File: src/rtl/vat_pkg.sv
package vat_pkg;

   localparam int unsigned NUM_REGIONS = 3;
   localparam int unsigned SYS_IDX     = 2;

   typedef enum logic [2:0] {
      FLT_NONE = 3'd0,
      FLT_RSVD = 3'd1,
      FLT_LEN  = 3'd2,
      FLT_NOPG = 3'd3,
      FLT_PROT = 3'd4,
      FLT_TBL  = 3'd5
   } fault_e;

   typedef enum logic [1:0] {
      RG_PROG = 2'd0,
      RG_STAK = 2'd1,
      RG_SYS  = 2'd2,
      RG_RSVD = 2'd3
   } region_e;

   typedef enum logic [1:0] {
      ST_IDLE,
      ST_EVAL,
      ST_RD_SPTE,
      ST_RD_PTE
   } state_e;

endpackage

File: src/rtl/vat_region_regs.sv
module vat_region_regs
   import vat_pkg::*;
#(
   parameter int unsigned BASE_W = 32,
   parameter int unsigned LEN_W  = 22
) (
   input  logic                                clk,
   input  logic                                rst_n,
   input  logic                                cfg_we,
   input  logic [1:0]                          cfg_region,
   input  logic                                cfg_len,
   input  logic [BASE_W-1:0]                   cfg_wdata,
   output logic [NUM_REGIONS-1:0][BASE_W-1:0]  base_o,
   output logic [NUM_REGIONS-1:0][LEN_W-1:0]   len_o
);

   if (LEN_W > BASE_W) begin : g_bad_len
      $error("vat_region_regs: LEN_W must not exceed BASE_W");
   end

   for (genvar g = 0; g < NUM_REGIONS; g++) begin : g_region
      logic hit;
      assign hit = cfg_we && (cfg_region == 2'(g));

      always_ff @(posedge clk) begin
         if (!rst_n) begin
            base_o[g] <= '0;
            len_o[g]  <= '0;
         end else if (hit) begin
            if (cfg_len) begin
               len_o[g] <= cfg_wdata[LEN_W-1:0];
            end else begin
               base_o[g] <= cfg_wdata;
            end
         end
      end
   end

endmodule

File: src/rtl/vat_addr_calc.sv
module vat_addr_calc
   import vat_pkg::*;
#(
   parameter int unsigned VA_W    = 32,
   parameter int unsigned OFF_W   = 9,
   parameter int unsigned VPN_W   = 21,
   parameter int unsigned LEN_W   = 22,
   parameter int unsigned PA_W    = 30,
   parameter int unsigned PTE_LOG = 2
) (
   input  logic [1:0]                        region_i,
   input  logic [VPN_W-1:0]                  vpn_i,
   input  logic [NUM_REGIONS-1:0][VA_W-1:0]  base_i,
   input  logic [NUM_REGIONS-1:0][LEN_W-1:0] len_i,
   output fault_e                            rng_fault_o,
   output logic [PA_W-1:0]                   sys_pte_pa_o,
   output logic                              tbl_ok_o,
   output logic [PA_W-1:0]                   spte_pa_o,
   output logic [OFF_W-1:0]                  tva_off_o
);

   localparam int unsigned SCL_W = VPN_W + PTE_LOG;

   logic [1:0]        rg_idx;
   logic [SCL_W-1:0]  vpn_scaled;
   logic [PA_W-1:0]   sys_base_pa;
   logic [VA_W-1:0]   tva;
   logic [1:0]        tva_rg;
   logic [VPN_W-1:0]  tva_vpn;
   logic [SCL_W-1:0]  tva_scaled;
   logic              unused_base_hi;

   assign rg_idx = (region_i == RG_RSVD) ? 2'd0 : region_i;

   always_comb begin
      if (region_i == RG_RSVD) begin
         rng_fault_o = FLT_RSVD;
      end else if ({1'b0, vpn_i} >= len_i[rg_idx]) begin
         rng_fault_o = FLT_LEN;
      end else begin
         rng_fault_o = FLT_NONE;
      end
   end

   assign vpn_scaled     = {vpn_i, {PTE_LOG{1'b0}}};
   assign sys_base_pa    = base_i[SYS_IDX][PA_W-1:0];
   assign unused_base_hi = ^base_i[SYS_IDX][VA_W-1:PA_W];

   assign sys_pte_pa_o = sys_base_pa + PA_W'(vpn_scaled);

   assign tva        = base_i[rg_idx] + VA_W'(vpn_scaled);
   assign tva_rg     = tva[VA_W-1 -: 2];
   assign tva_vpn    = tva[OFF_W +: VPN_W];
   assign tva_off_o  = tva[OFF_W-1:0];
   assign tva_scaled = {tva_vpn, {PTE_LOG{1'b0}}};

   assign tbl_ok_o  = (tva_rg == RG_SYS) && ({1'b0, tva_vpn} < len_i[SYS_IDX]);
   assign spte_pa_o = sys_base_pa + PA_W'(tva_scaled);

endmodule

File: src/rtl/vat_prot_check.sv
module vat_prot_check #(
   parameter int unsigned PTE_W    = 32,
   parameter int unsigned PFN_W    = 21,
   parameter int unsigned V_BIT    = 31,
   parameter int unsigned PROT_LSB = 27
) (
   input  logic [PTE_W-1:0] pte_i,
   input  logic             kernel_i,
   input  logic             write_i,
   output logic             present_o,
   output logic             allow_o,
   output logic [PFN_W-1:0] pfn_o
);

   logic [1:0] prot;
   logic       unused_pte;

   assign present_o  = pte_i[V_BIT];
   assign prot       = pte_i[PROT_LSB +: 2];
   assign pfn_o      = pte_i[PFN_W-1:0];
   assign unused_pte = ^pte_i;

   always_comb begin
      unique case (prot)
         2'b00:   allow_o = 1'b0;
         2'b01:   allow_o = kernel_i;
         2'b10:   allow_o = kernel_i || !write_i;
         default: allow_o = 1'b1;
      endcase
   end

endmodule

File: src/rtl/vat_xlate.sv
module vat_xlate
   import vat_pkg::*;
#(
   parameter int unsigned VA_W         = 32,
   parameter int unsigned OFF_W        = 9,
   parameter int unsigned PTE_W        = 32,
   parameter int unsigned PTE_V_BIT    = 31,
   parameter int unsigned PTE_PROT_LSB = 27,
   localparam int unsigned RSEL_W      = 2,
   localparam int unsigned VPN_W       = VA_W - RSEL_W - OFF_W,
   localparam int unsigned PFN_W       = VPN_W,
   localparam int unsigned PA_W        = PFN_W + OFF_W
) (
   input  logic             clk,
   input  logic             rst_n,
   input  logic             cfg_we,
   input  logic [1:0]       cfg_region,
   input  logic             cfg_len,
   input  logic [VA_W-1:0]  cfg_wdata,
   input  logic             req_valid,
   output logic             req_ready,
   input  logic [VA_W-1:0]  req_va,
   input  logic             req_kernel,
   input  logic             req_write,
   output logic             mem_req,
   output logic [PA_W-1:0]  mem_addr,
   input  logic             mem_rvalid,
   input  logic [PTE_W-1:0] mem_rdata,
   output logic             rsp_done,
   output logic [2:0]       rsp_fault,
   output logic [PA_W-1:0]  rsp_pa
);

   localparam int unsigned LEN_W   = VPN_W + 1;
   localparam int unsigned PTE_LOG = $clog2(PTE_W / 8);

   if (PTE_W % 8 != 0) begin : g_bad_pte_bytes
      $error("vat_xlate: PTE_W must be a whole number of bytes");
   end
   if (PTE_V_BIT >= PTE_W || PTE_PROT_LSB + 2 > PTE_V_BIT) begin : g_bad_fields
      $error("vat_xlate: present or protection field misplaced");
   end
   if (PFN_W > PTE_PROT_LSB) begin : g_bad_pfn
      $error("vat_xlate: frame field overlaps protection field");
   end
   if (OFF_W < PTE_LOG || VPN_W < 2) begin : g_bad_split
      $error("vat_xlate: address split too narrow");
   end

   state_e                          state;
   logic [VA_W-1:0]                 va_q;
   logic                            kern_q;
   logic                            wr_q;
   logic [OFF_W-1:0]                tva_off_q;

   logic [NUM_REGIONS-1:0][VA_W-1:0]  reg_base;
   logic [NUM_REGIONS-1:0][LEN_W-1:0] reg_len;

   logic [1:0]        va_region;
   logic [VPN_W-1:0]  va_vpn;
   fault_e            rng_fault;
   logic [PA_W-1:0]   sys_pte_pa;
   logic              tbl_ok;
   logic [PA_W-1:0]   spte_pa;
   logic [OFF_W-1:0]  tva_off;

   logic              pte_present;
   logic              pte_allow;
   logic [PFN_W-1:0]  pte_pfn;

   assign va_region = va_q[VA_W-1 -: RSEL_W];
   assign va_vpn    = va_q[OFF_W +: VPN_W];
   assign req_ready = (state == ST_IDLE);

   vat_region_regs #(
      .BASE_W (VA_W),
      .LEN_W  (LEN_W)
   ) u_regs (
      .clk        (clk),
      .rst_n      (rst_n),
      .cfg_we     (cfg_we),
      .cfg_region (cfg_region),
      .cfg_len    (cfg_len),
      .cfg_wdata  (cfg_wdata),
      .base_o     (reg_base),
      .len_o      (reg_len)
   );

   vat_addr_calc #(
      .VA_W    (VA_W),
      .OFF_W   (OFF_W),
      .VPN_W   (VPN_W),
      .LEN_W   (LEN_W),
      .PA_W    (PA_W),
      .PTE_LOG (PTE_LOG)
   ) u_calc (
      .region_i     (va_region),
      .vpn_i        (va_vpn),
      .base_i       (reg_base),
      .len_i        (reg_len),
      .rng_fault_o  (rng_fault),
      .sys_pte_pa_o (sys_pte_pa),
      .tbl_ok_o     (tbl_ok),
      .spte_pa_o    (spte_pa),
      .tva_off_o    (tva_off)
   );

   vat_prot_check #(
      .PTE_W    (PTE_W),
      .PFN_W    (PFN_W),
      .V_BIT    (PTE_V_BIT),
      .PROT_LSB (PTE_PROT_LSB)
   ) u_prot (
      .pte_i     (mem_rdata),
      .kernel_i  (kern_q),
      .write_i   (wr_q),
      .present_o (pte_present),
      .allow_o   (pte_allow),
      .pfn_o     (pte_pfn)
   );

   always_ff @(posedge clk) begin
      if (!rst_n) begin
         state     <= ST_IDLE;
         va_q      <= '0;
         kern_q    <= 1'b0;
         wr_q      <= 1'b0;
         tva_off_q <= '0;
         mem_req   <= 1'b0;
         mem_addr  <= '0;
         rsp_done  <= 1'b0;
         rsp_fault <= FLT_NONE;
         rsp_pa    <= '0;
      end else begin
         rsp_done <= 1'b0;
         unique case (state)
            ST_IDLE: begin
               if (req_valid) begin
                  va_q   <= req_va;
                  kern_q <= req_kernel;
                  wr_q   <= req_write;
                  state  <= ST_EVAL;
               end
            end
            ST_EVAL: begin
               if (rng_fault != FLT_NONE) begin
                  rsp_done  <= 1'b1;
                  rsp_fault <= rng_fault;
                  rsp_pa    <= '0;
                  state     <= ST_IDLE;
               end else if (va_region == RG_SYS) begin
                  mem_req  <= 1'b1;
                  mem_addr <= sys_pte_pa;
                  state    <= ST_RD_PTE;
               end else if (!tbl_ok) begin
                  rsp_done  <= 1'b1;
                  rsp_fault <= FLT_TBL;
                  rsp_pa    <= '0;
                  state     <= ST_IDLE;
               end else begin
                  mem_req   <= 1'b1;
                  mem_addr  <= spte_pa;
                  tva_off_q <= tva_off;
                  state     <= ST_RD_SPTE;
               end
            end
            ST_RD_SPTE: begin
               if (mem_rvalid) begin
                  if (!pte_present) begin
                     mem_req   <= 1'b0;
                     rsp_done  <= 1'b1;
                     rsp_fault <= FLT_TBL;
                     rsp_pa    <= '0;
                     state     <= ST_IDLE;
                  end else begin
                     mem_addr <= {pte_pfn, tva_off_q};
                     state    <= ST_RD_PTE;
                  end
               end
            end
            ST_RD_PTE: begin
               if (mem_rvalid) begin
                  mem_req  <= 1'b0;
                  rsp_done <= 1'b1;
                  state    <= ST_IDLE;
                  if (!pte_present) begin
                     rsp_fault <= FLT_NOPG;
                     rsp_pa    <= '0;
                  end else if (!pte_allow) begin
                     rsp_fault <= FLT_PROT;
                     rsp_pa    <= '0;
                  end else begin
                     rsp_fault <= FLT_NONE;
                     rsp_pa    <= {pte_pfn, va_q[OFF_W-1:0]};
                  end
               end
            end
            default: state <= ST_IDLE;
         endcase
      end
   end

endmodule

File: config.mk
export PLATFORM = sky130hd
export DESIGN_NAME = vat_xlate
export DESIGN_NICKNAME = d
export VERILOG_FILES = /design/src/rtl/vat_pkg.sv /design/src/rtl/vat_region_regs.sv /design/src/rtl/vat_addr_calc.sv /design/src/rtl/vat_prot_check.sv /design/src/rtl/vat_xlate.sv
export SDC_FILE = /design/constraint.sdc
export NUM_CORES = 1
export LEC_CHECK = 0
export ABC_AREA = 1
export BUFFER_PORTS_ARGS = -buffer_cell sky130_fd_sc_hd__buf_2
export CAP_MARGIN = 40
export CELL_PAD_IN_SITES_DETAIL_PLACEMENT = 1
export CELL_PAD_IN_SITES_GLOBAL_PLACEMENT = 1
export CORE_MARGIN = 4
export CORE_UTILIZATION = 46
export DETAILED_ROUTE_END_ITERATION = 7
export GPL_ROUTABILITY_DRIVEN = 0
export PLACE_DENSITY_LB_ADDON = 0.1
export SETUP_SLACK_MARGIN = 0.1
export SLEW_MARGIN = 20
export SYNTH_ARGS = -nofsm -noshare
export SYNTH_HDL_FRONTEND = slang
export SYNTH_SLANG_ARGS = --single-unit
File: constraint.sdc
create_clock -name clk -period 15.2 [get_ports clk]
set_input_delay 1.52 -clock clk [delete_from_list [all_inputs] [get_ports clk]]
set_output_delay 1.52 -clock clk [all_outputs]
set_load 0.01 [all_outputs]
# [After elaboration in Yosys (flattened, before gate mapping)]
# Index checks and enable logic that the tools add are counted.
[op_classes] addsub=3 n_lt_le_gt_ge=3 eq_ne=19 muxes=54 n_bitwise=3 n_reduce_logical=24
[op_table] op="two-way mux 30 bit" n=13
[op_table] op="one-hot mux 30 bit (3 select lines)" n=1
[op_table] op="binary-select mux 32 bit (select 2 bit)" n=1
[op_table] op="adder 30 x 23 -> 30 bit" n=2
[op_table] op="one-hot mux 30 bit (2 select lines)" n=1
[op_table] op="binary-select mux 22 bit (select 2 bit)" n=1
[op_table] op="adder 32 x 23 -> 32 bit" n=1
[op_table] op="two-way mux 32 bit" n=1
[op_table] op="two-way mux 3 bit" n=9
[op_table] op=">= comparator 21 x 22 -> 1 bit" n=1
[op_table] op="< comparator 21 x 22 -> 1 bit" n=1
[op_table] op="two-way mux 22 bit" n=1
[op_table] op="two-way mux 2 bit" n=9
[op_table] op="== test 2 bit (second input constant)" n=7
[op_table] op="AND reduction 2 bit" n=7
[op_table] op="two-way mux 1 bit" n=12
[op_table] op="inequality test 2 bit (second input constant)" n=6
[op_table] op="AND reduction 6 bit" n=2
[op_table] op="inequality test 3 bit (second input constant)" n=3
[op_table] op="one-hot mux 1 bit (3 select lines)" n=3
[op_table] op="one-hot mux 3 bit (3 select lines)" n=1
[op_table] op="one-hot mux 2 bit (4 select lines)" n=1
[op_table] op="== test 2 x 1 -> 1 bit (second input constant)" n=3
[op_table] op="logical NOT 2 bit" n=3
[op_table] op="10 further kinds" n=16
[word_totals] register_bits=272 out_inout_bits=66

# [Depth between registers and ports, before layout]
[depth] word_depth=11 mapped_depth=39 ltp_nobuf=36

# [Modules after synthesis]
# Synthesis repeated with hierarchy kept, for this count alone.
[hier_totals] hier_cells=2990 area_unflattened_um2=18411.4
[by_module_without_submodules] module="vat_region_regs" instances=1 cells_per_inst=1042 area_per_inst_um2=6797.8 seq_area_each_um2=3243.1
[by_module_without_submodules] module="vat_addr_calc" instances=1 cells_per_inst=1140 area_per_inst_um2=6331.1 seq_area_each_um2=0.0
[by_module_without_submodules] module="vat_xlate" instances=1 cells_per_inst=778 area_per_inst_um2=5086.1 seq_area_each_um2=2202.1
[by_module_without_submodules] module="vat_prot_check" instances=1 cells_per_inst=30 area_per_inst_um2=196.4 seq_area_each_um2=0.0

# [Least setup slack after synthesis]
# No wires, ideal clock.
[synth_path] path_type="register to register" startpoint="reg va_q[30]" endpoint="reg mem_addr[27]" setup_time_ps=113 t_arrival_ps=4908 t_required_ps=15087 path_slack_ps=10179 stages_incl_launch_ff=34 synth_period_minus_slack_ps=5021 cell_sequence="dfxtp_1 inv_2 nand2_4 buf_6 clkbuf_1 clkbuf_1 clkbuf_1 a21oi_1 ha_1 buf_2 nand2_1 nor2_1 and3_1 nand2_1 nand2_1 a31oi_1 o21ai_0 nand2_1 nand2_1 nand3_1 xor2_1 nand2_1 nand2_1 ha_1 nand2_1 nor4_1 nand4_1 nand3_1 nor3b_1 nand2_1 nand3_1 nand2_1 nor2_1 nor2_1"
[synth_via] elab_chain_len=10 word_cells_on_any_way=23 cone_classes="add/sub: 2; order compare: 2; eq/ne: 5; mux: 11; reduce/logical: 3"
[synth_rtl] item="from (decl)" line_no="vat_xlate.sv:51" rtl="logic [VA_W-1:0] va_q;"
[synth_rtl] item="from (signal assigned)" line_no="vat_xlate.sv:139" rtl="va_q <= req_va;"
[synth_rtl] item="== test 2 bit" line_no="vat_addr_calc.sv:33, vat_addr_calc.sv:36"
[synth_rtl] item="two-way mux 2 bit" line_no="vat_addr_calc.sv:33" rtl="assign rg_idx = (region_i == RG_RSVD) ? 2'd0 : region_i;"
[synth_rtl] item="binary-select mux 32 bit (select 2 bit) / binary-select mux 22 bit (select 2 bit) (equally long branches)" line_no="vat_addr_calc.sv:51, vat_addr_calc.sv:38"
[synth_rtl] item="two-way mux 32 bit (implied by the code) / two-way mux 22 bit (equally long branches)" line_no="vat_addr_calc.sv:51, vat_addr_calc.sv:38"
[synth_rtl] item="adder 32 x 23 -> 32 bit / >= comparator 21 x 22 -> 1 bit (equally long branches)" line_no="vat_addr_calc.sv:51, vat_addr_calc.sv:38"
[synth_rtl] item="adder 30 x 23 -> 30 bit / two-way mux 2 bit (equally long branches)" line_no="vat_addr_calc.sv:58, vat_addr_calc.sv:38"
[synth_rtl] item="two-way mux 30 bit / two-way mux 3 bit (equally long branches)" line_no="vat_xlate.sv:155, vat_addr_calc.sv:36"
[synth_rtl] item="two-way mux 30 bit / nonzero test 3 bit (equally long branches)" line_no="vat_xlate.sv:151, vat_xlate.sv:146"
[synth_rtl] item="two-way mux 30 bit / inequality test 2 bit (equally long branches)"
[synth_rtl] item="one-hot mux 30 bit (2 select lines) / AND reduction 5 bit (equally long branches)"
[synth_rtl] item="to (signal assigned)" line_no="vat_xlate.sv:153" rtl="mem_addr <= sys_pte_pa;"
[synth_rtl] item="to (signal assigned)" line_no="vat_xlate.sv:162" rtl="mem_addr <= spte_pa;"
[synth_rtl] item="to (signal assigned)" line_no="vat_xlate.sv:176" rtl="mem_addr <= {pte_pfn, tva_off_q};"
[synth_rtl] item="to (decl)" line_no="vat_xlate.sv:26" rtl="output logic [PA_W-1:0] mem_addr,"
# Parallel ways exist; a longest one is shown, timed or not. The select of a mux whose other input is x is not followed.
# A chain may end at the register's enable or synchronous reset.

# [Final worst setup path]
[layout_path] startpoint="reg va_q[30]" endpoint="reg rsp_fault[2]"
[layout_via] elab_chain_len=10 word_cells_on_any_way=20 cone_classes="add/sub: 1; order compare: 2; eq/ne: 5; mux: 9; reduce/logical: 3"
[layout_rtl] item="branches (longest 10 deep; another with adder 32 x 23 -> 32 bit)"
[layout_rtl] item="to (signal assigned)" line_no="vat_xlate.sv:148" rtl="rsp_fault <= rng_fault;"
[layout_rtl] item="to (decl)" line_no="vat_xlate.sv:30" rtl="output logic [2:0] rsp_fault,"
# Several ways; the timed one is not identified. The select of a mux whose other input is x is not followed.

==> reports/metrics.csv <==
metric;value;unit
status;finished clean;
clockBufferDepth;3;
dr_total_vias;15700;
setup_viol;0;
synth_edf_count;0;
switching_power;0.000854;W
grt_pass1_wl;83700;um
cts_tree;done;
fill_cells;4463;
drc;0;
maxSlewViolCount;0;
synth_cell_types;44;
drive_gt1_frac;0.144;
die_h;191;um
p_per_area;133;mW/mm2
grt_antenna_before_repair;1;
mostFrequentLayoutCell;nand2_1;
fp-row-count;66;
async_flop_share;0;
die_width;191;um
wl;53300;um
synth_area;0.0155;mm2
synth-seq-area-share;0.352;
antenna_left;0;
slowest_delay;0.77;ns
seqPwrFrac;0.352;
grt_pass1_vias;15800;
io_pins;172;
dpl.cell_count;2797;
synthXorXnorAreaFrac;0.0176;
final_hold_viol_count;0;
synthAdderAreaFrac;0.0714;
cts_setup_buffers;0;
switching_share;0.367;
max-slew-margin-rel;0.453;
intPower;0.00147;W
critPathSlowestCell;buf_4;
synth.ff_latch_count;272;
cp-startpoint;va_q[30];
worstHoldPathType;reg -> reg;
reg2reg_from;va_q[30];
total_power;0.00233;W
clock_power_share;0.326;
cts_buffers;31;
htreeDepth;1;
synth_fp_nets;2491;
drv_cap;0;
start_util;0.471;
finalCritPeriodShare;0.465;
yosysWarnings;0;
n_antenna_cell;0;
dr.pass1.iters;5;
track_usage;0.283;
fin_nets;2585;
cts_sinks;272;
post_dp_cell_area;0.0164;mm2
cts.clk_slew.worst_paths;0.06;ns
crit_path_start_kind;register;
dr.first_iter.drc_count;972;
syn_avg_cell_area;6.73;um2
crit_path_end_kind;register;
dp_hpwl;38300;um
hold_buffers;0;
ir_drop;0.0865;mV
rsz0062_at_grt;false;
wl_per_cell;18.7;um
finClkSkew;0.0237;ns
muxShareOfSynthArea;0;
via_per_inst;5.50;
dieArea;0.0366;mm2
stdcell_area;0.0175;mm2
worst_pin_slew;0.820;ns
syn_inst;2298;
worstHoldStart;tva_off_q[0];
setup_tns;0;ns
crit_required;15.66;ns
final_cell_mix;409 x nand2_1, 323 x nor2_1, 304 x o21ai_0;
final_cells;2858;
port_buffers;163;
crit_arrival;7.53;ns
synth_compound_area_frac;0.216;
critPathKind;reg -> reg;
cts_root_buf;clkbuf_16;
p_comb_frac;0.322;
synthFlopType;dfxtp_1;
syn2layout_area_growth;13.4;%
clk_latency;0.57;ns
grt_max_degree;118;
p_leak;7.83;nW
critPathMaxFanout;83;
crit_path_frequent_cell;nand2_1;
fmax;142;MHz
grt_overflow;0;
fin_crit;7.06;ns
cts_resized;0;
synth_top_family_by_area;simple AND/OR/NAND/NOR gates;
core;0.0329;mm2
fin_util;0.534;
yosys.area_share.simple;0.251;
## through the flow
stage	worst slack [ns]	hold WS, ns
after floorplan	10.18	0.424
after global placement	8.19	0.434
after detailed placement	8.01	0.439
after CTS	7.89	0.448
after global routing	7.44	0.468
final	8.14	0.447
## cells in the mapped netlist (2+ instances only)
library cell	number	area share
o211ai_1	3	0.0015
nand2_1	410	0.10
o21ai_0	304	0.098
nor2_1	325	0.079
xor2_1	22	0.012
a21oi_1	233	0.075
xnor2_1	9	0.0051
inv_1	221	0.054
nand4_1	10	0.0040
nor3_1	10	0.0032
nor4_1	5	0.0020
a211oi_1	2	0.00097
fa_1	2	0.0026
nand2_2	27	0.011
nor2_2	31	0.013
buf_4	3	0.0015
o21a_1	2	0.00097
a31oi_1	11	0.0045
a21o_1	3	0.0015
nand3_2	4	0.0026
a21boi_0	2	0.00097
ha_1	85	0.069
nand3_1	89	0.029
buf_1	10	0.0024
o21ai_1	15	0.0049
buf_2	4	0.0013
o21bai_1	6	0.0029
o21ai_2	22	0.012
o22ai_1	25	0.010
inv_2	5	0.0012
or2_2	8	0.0032
clkbuf_1	94	0.023
dfxtp_1	272	0.35
buf_6	12	0.0087
nand2_4	2	0.0015
and3_1	2	0.00081
## cells by family (layout without fill, tap and decap cells)
group,after synthesis,after routing
simple gates,927,927
compound gates,630,630
buf+inv,351,469
flops,272,272
fa+ha+maj,87,87
xor+xnor,31,31
## state kept, by name, summed over array words and instances, names as in the netlist
name           cells
rsp_done           1
u_regs.base_o     96
kern_q             1
u_regs.len_o      66
mem_addr          30
tva_off_q          9
rsp_pa            30
mem_req            1
state              2
wr_q               1
rsp_fault          3
va_q              32
## area by class of cell
| cell class | instances | area (um2) | share of cell area |
|---|---|---|---|
| Clock buffer | 39 | 856 | 0.0488 |
| Clock inverter | 18 | 175 | 0.00999 |
| Inverter | 228 | 858 | 0.0489 |
| Multi-Input combinational cell | 1675 | 8610 | 0.491 |
| Sequential cell | 272 | 5450 | 0.310 |
| Tap cell | 442 | 553 | 0.0315 |
| Timing Repair Buffer | 184 | 1040 | 0.0595 |
## path summary, 6_finish.rpt
| kind | to | slack, ns | depth (start not counted) |
|---|---|---|---|
| worst max-delay path | rsp_fault[2] | 8.14 | 34 |
| worst min-delay path | tva_off_q[0] | 0.45 | 2 |
| worst max register to register | rsp_fault[2] | 8.14 | 34 |
| worst min register to register | tva_off_q[0] | 0.45 | 2 |
## routing by layer
layer | GRT usage | vias to the layer above | routed length (um)
li1 | - | 7705 | -
met1 | 0.371 | 7561 | 23700
met2 | 0.490 | 352 | 25400
met3 | 0.0396 | 98 | 2840
met4 | 0.0751 | 2 | 1370
met5 | 0 | - | 13
## power by group through the flow
stage / registers, W / logic [W] / clock network, W
3_3_place_gp: 0.000831 / 0.000700 / 0
2_1_floorplan: 0.000835 / 0.000500 / 0
6_report: 0.000819 / 0.000749 / 0.000759
5_1_grt: 0.000825 / 0.000839 / 0.000802
4_1_cts: 0.000819 / 0.000739 / 0.000771
3_5_place_dp: 0.000834 / 0.000729 / 0
## worst max-delay path, delay by kind of cell, from the launching register on
kind | cells | cell delay [ns]
buffers and inverters | 7 | 1.60
and+or+nand+nor | 20 | 2.92
adders and majority gates | 2 | 0.60
xor gates and xnor gates | 1 | 0.17
AOI/OAI and AO/OA | 4 | 0.93
DFF | 1 | 0.66
Note: power is estimated with default switching activity, not from simulation.
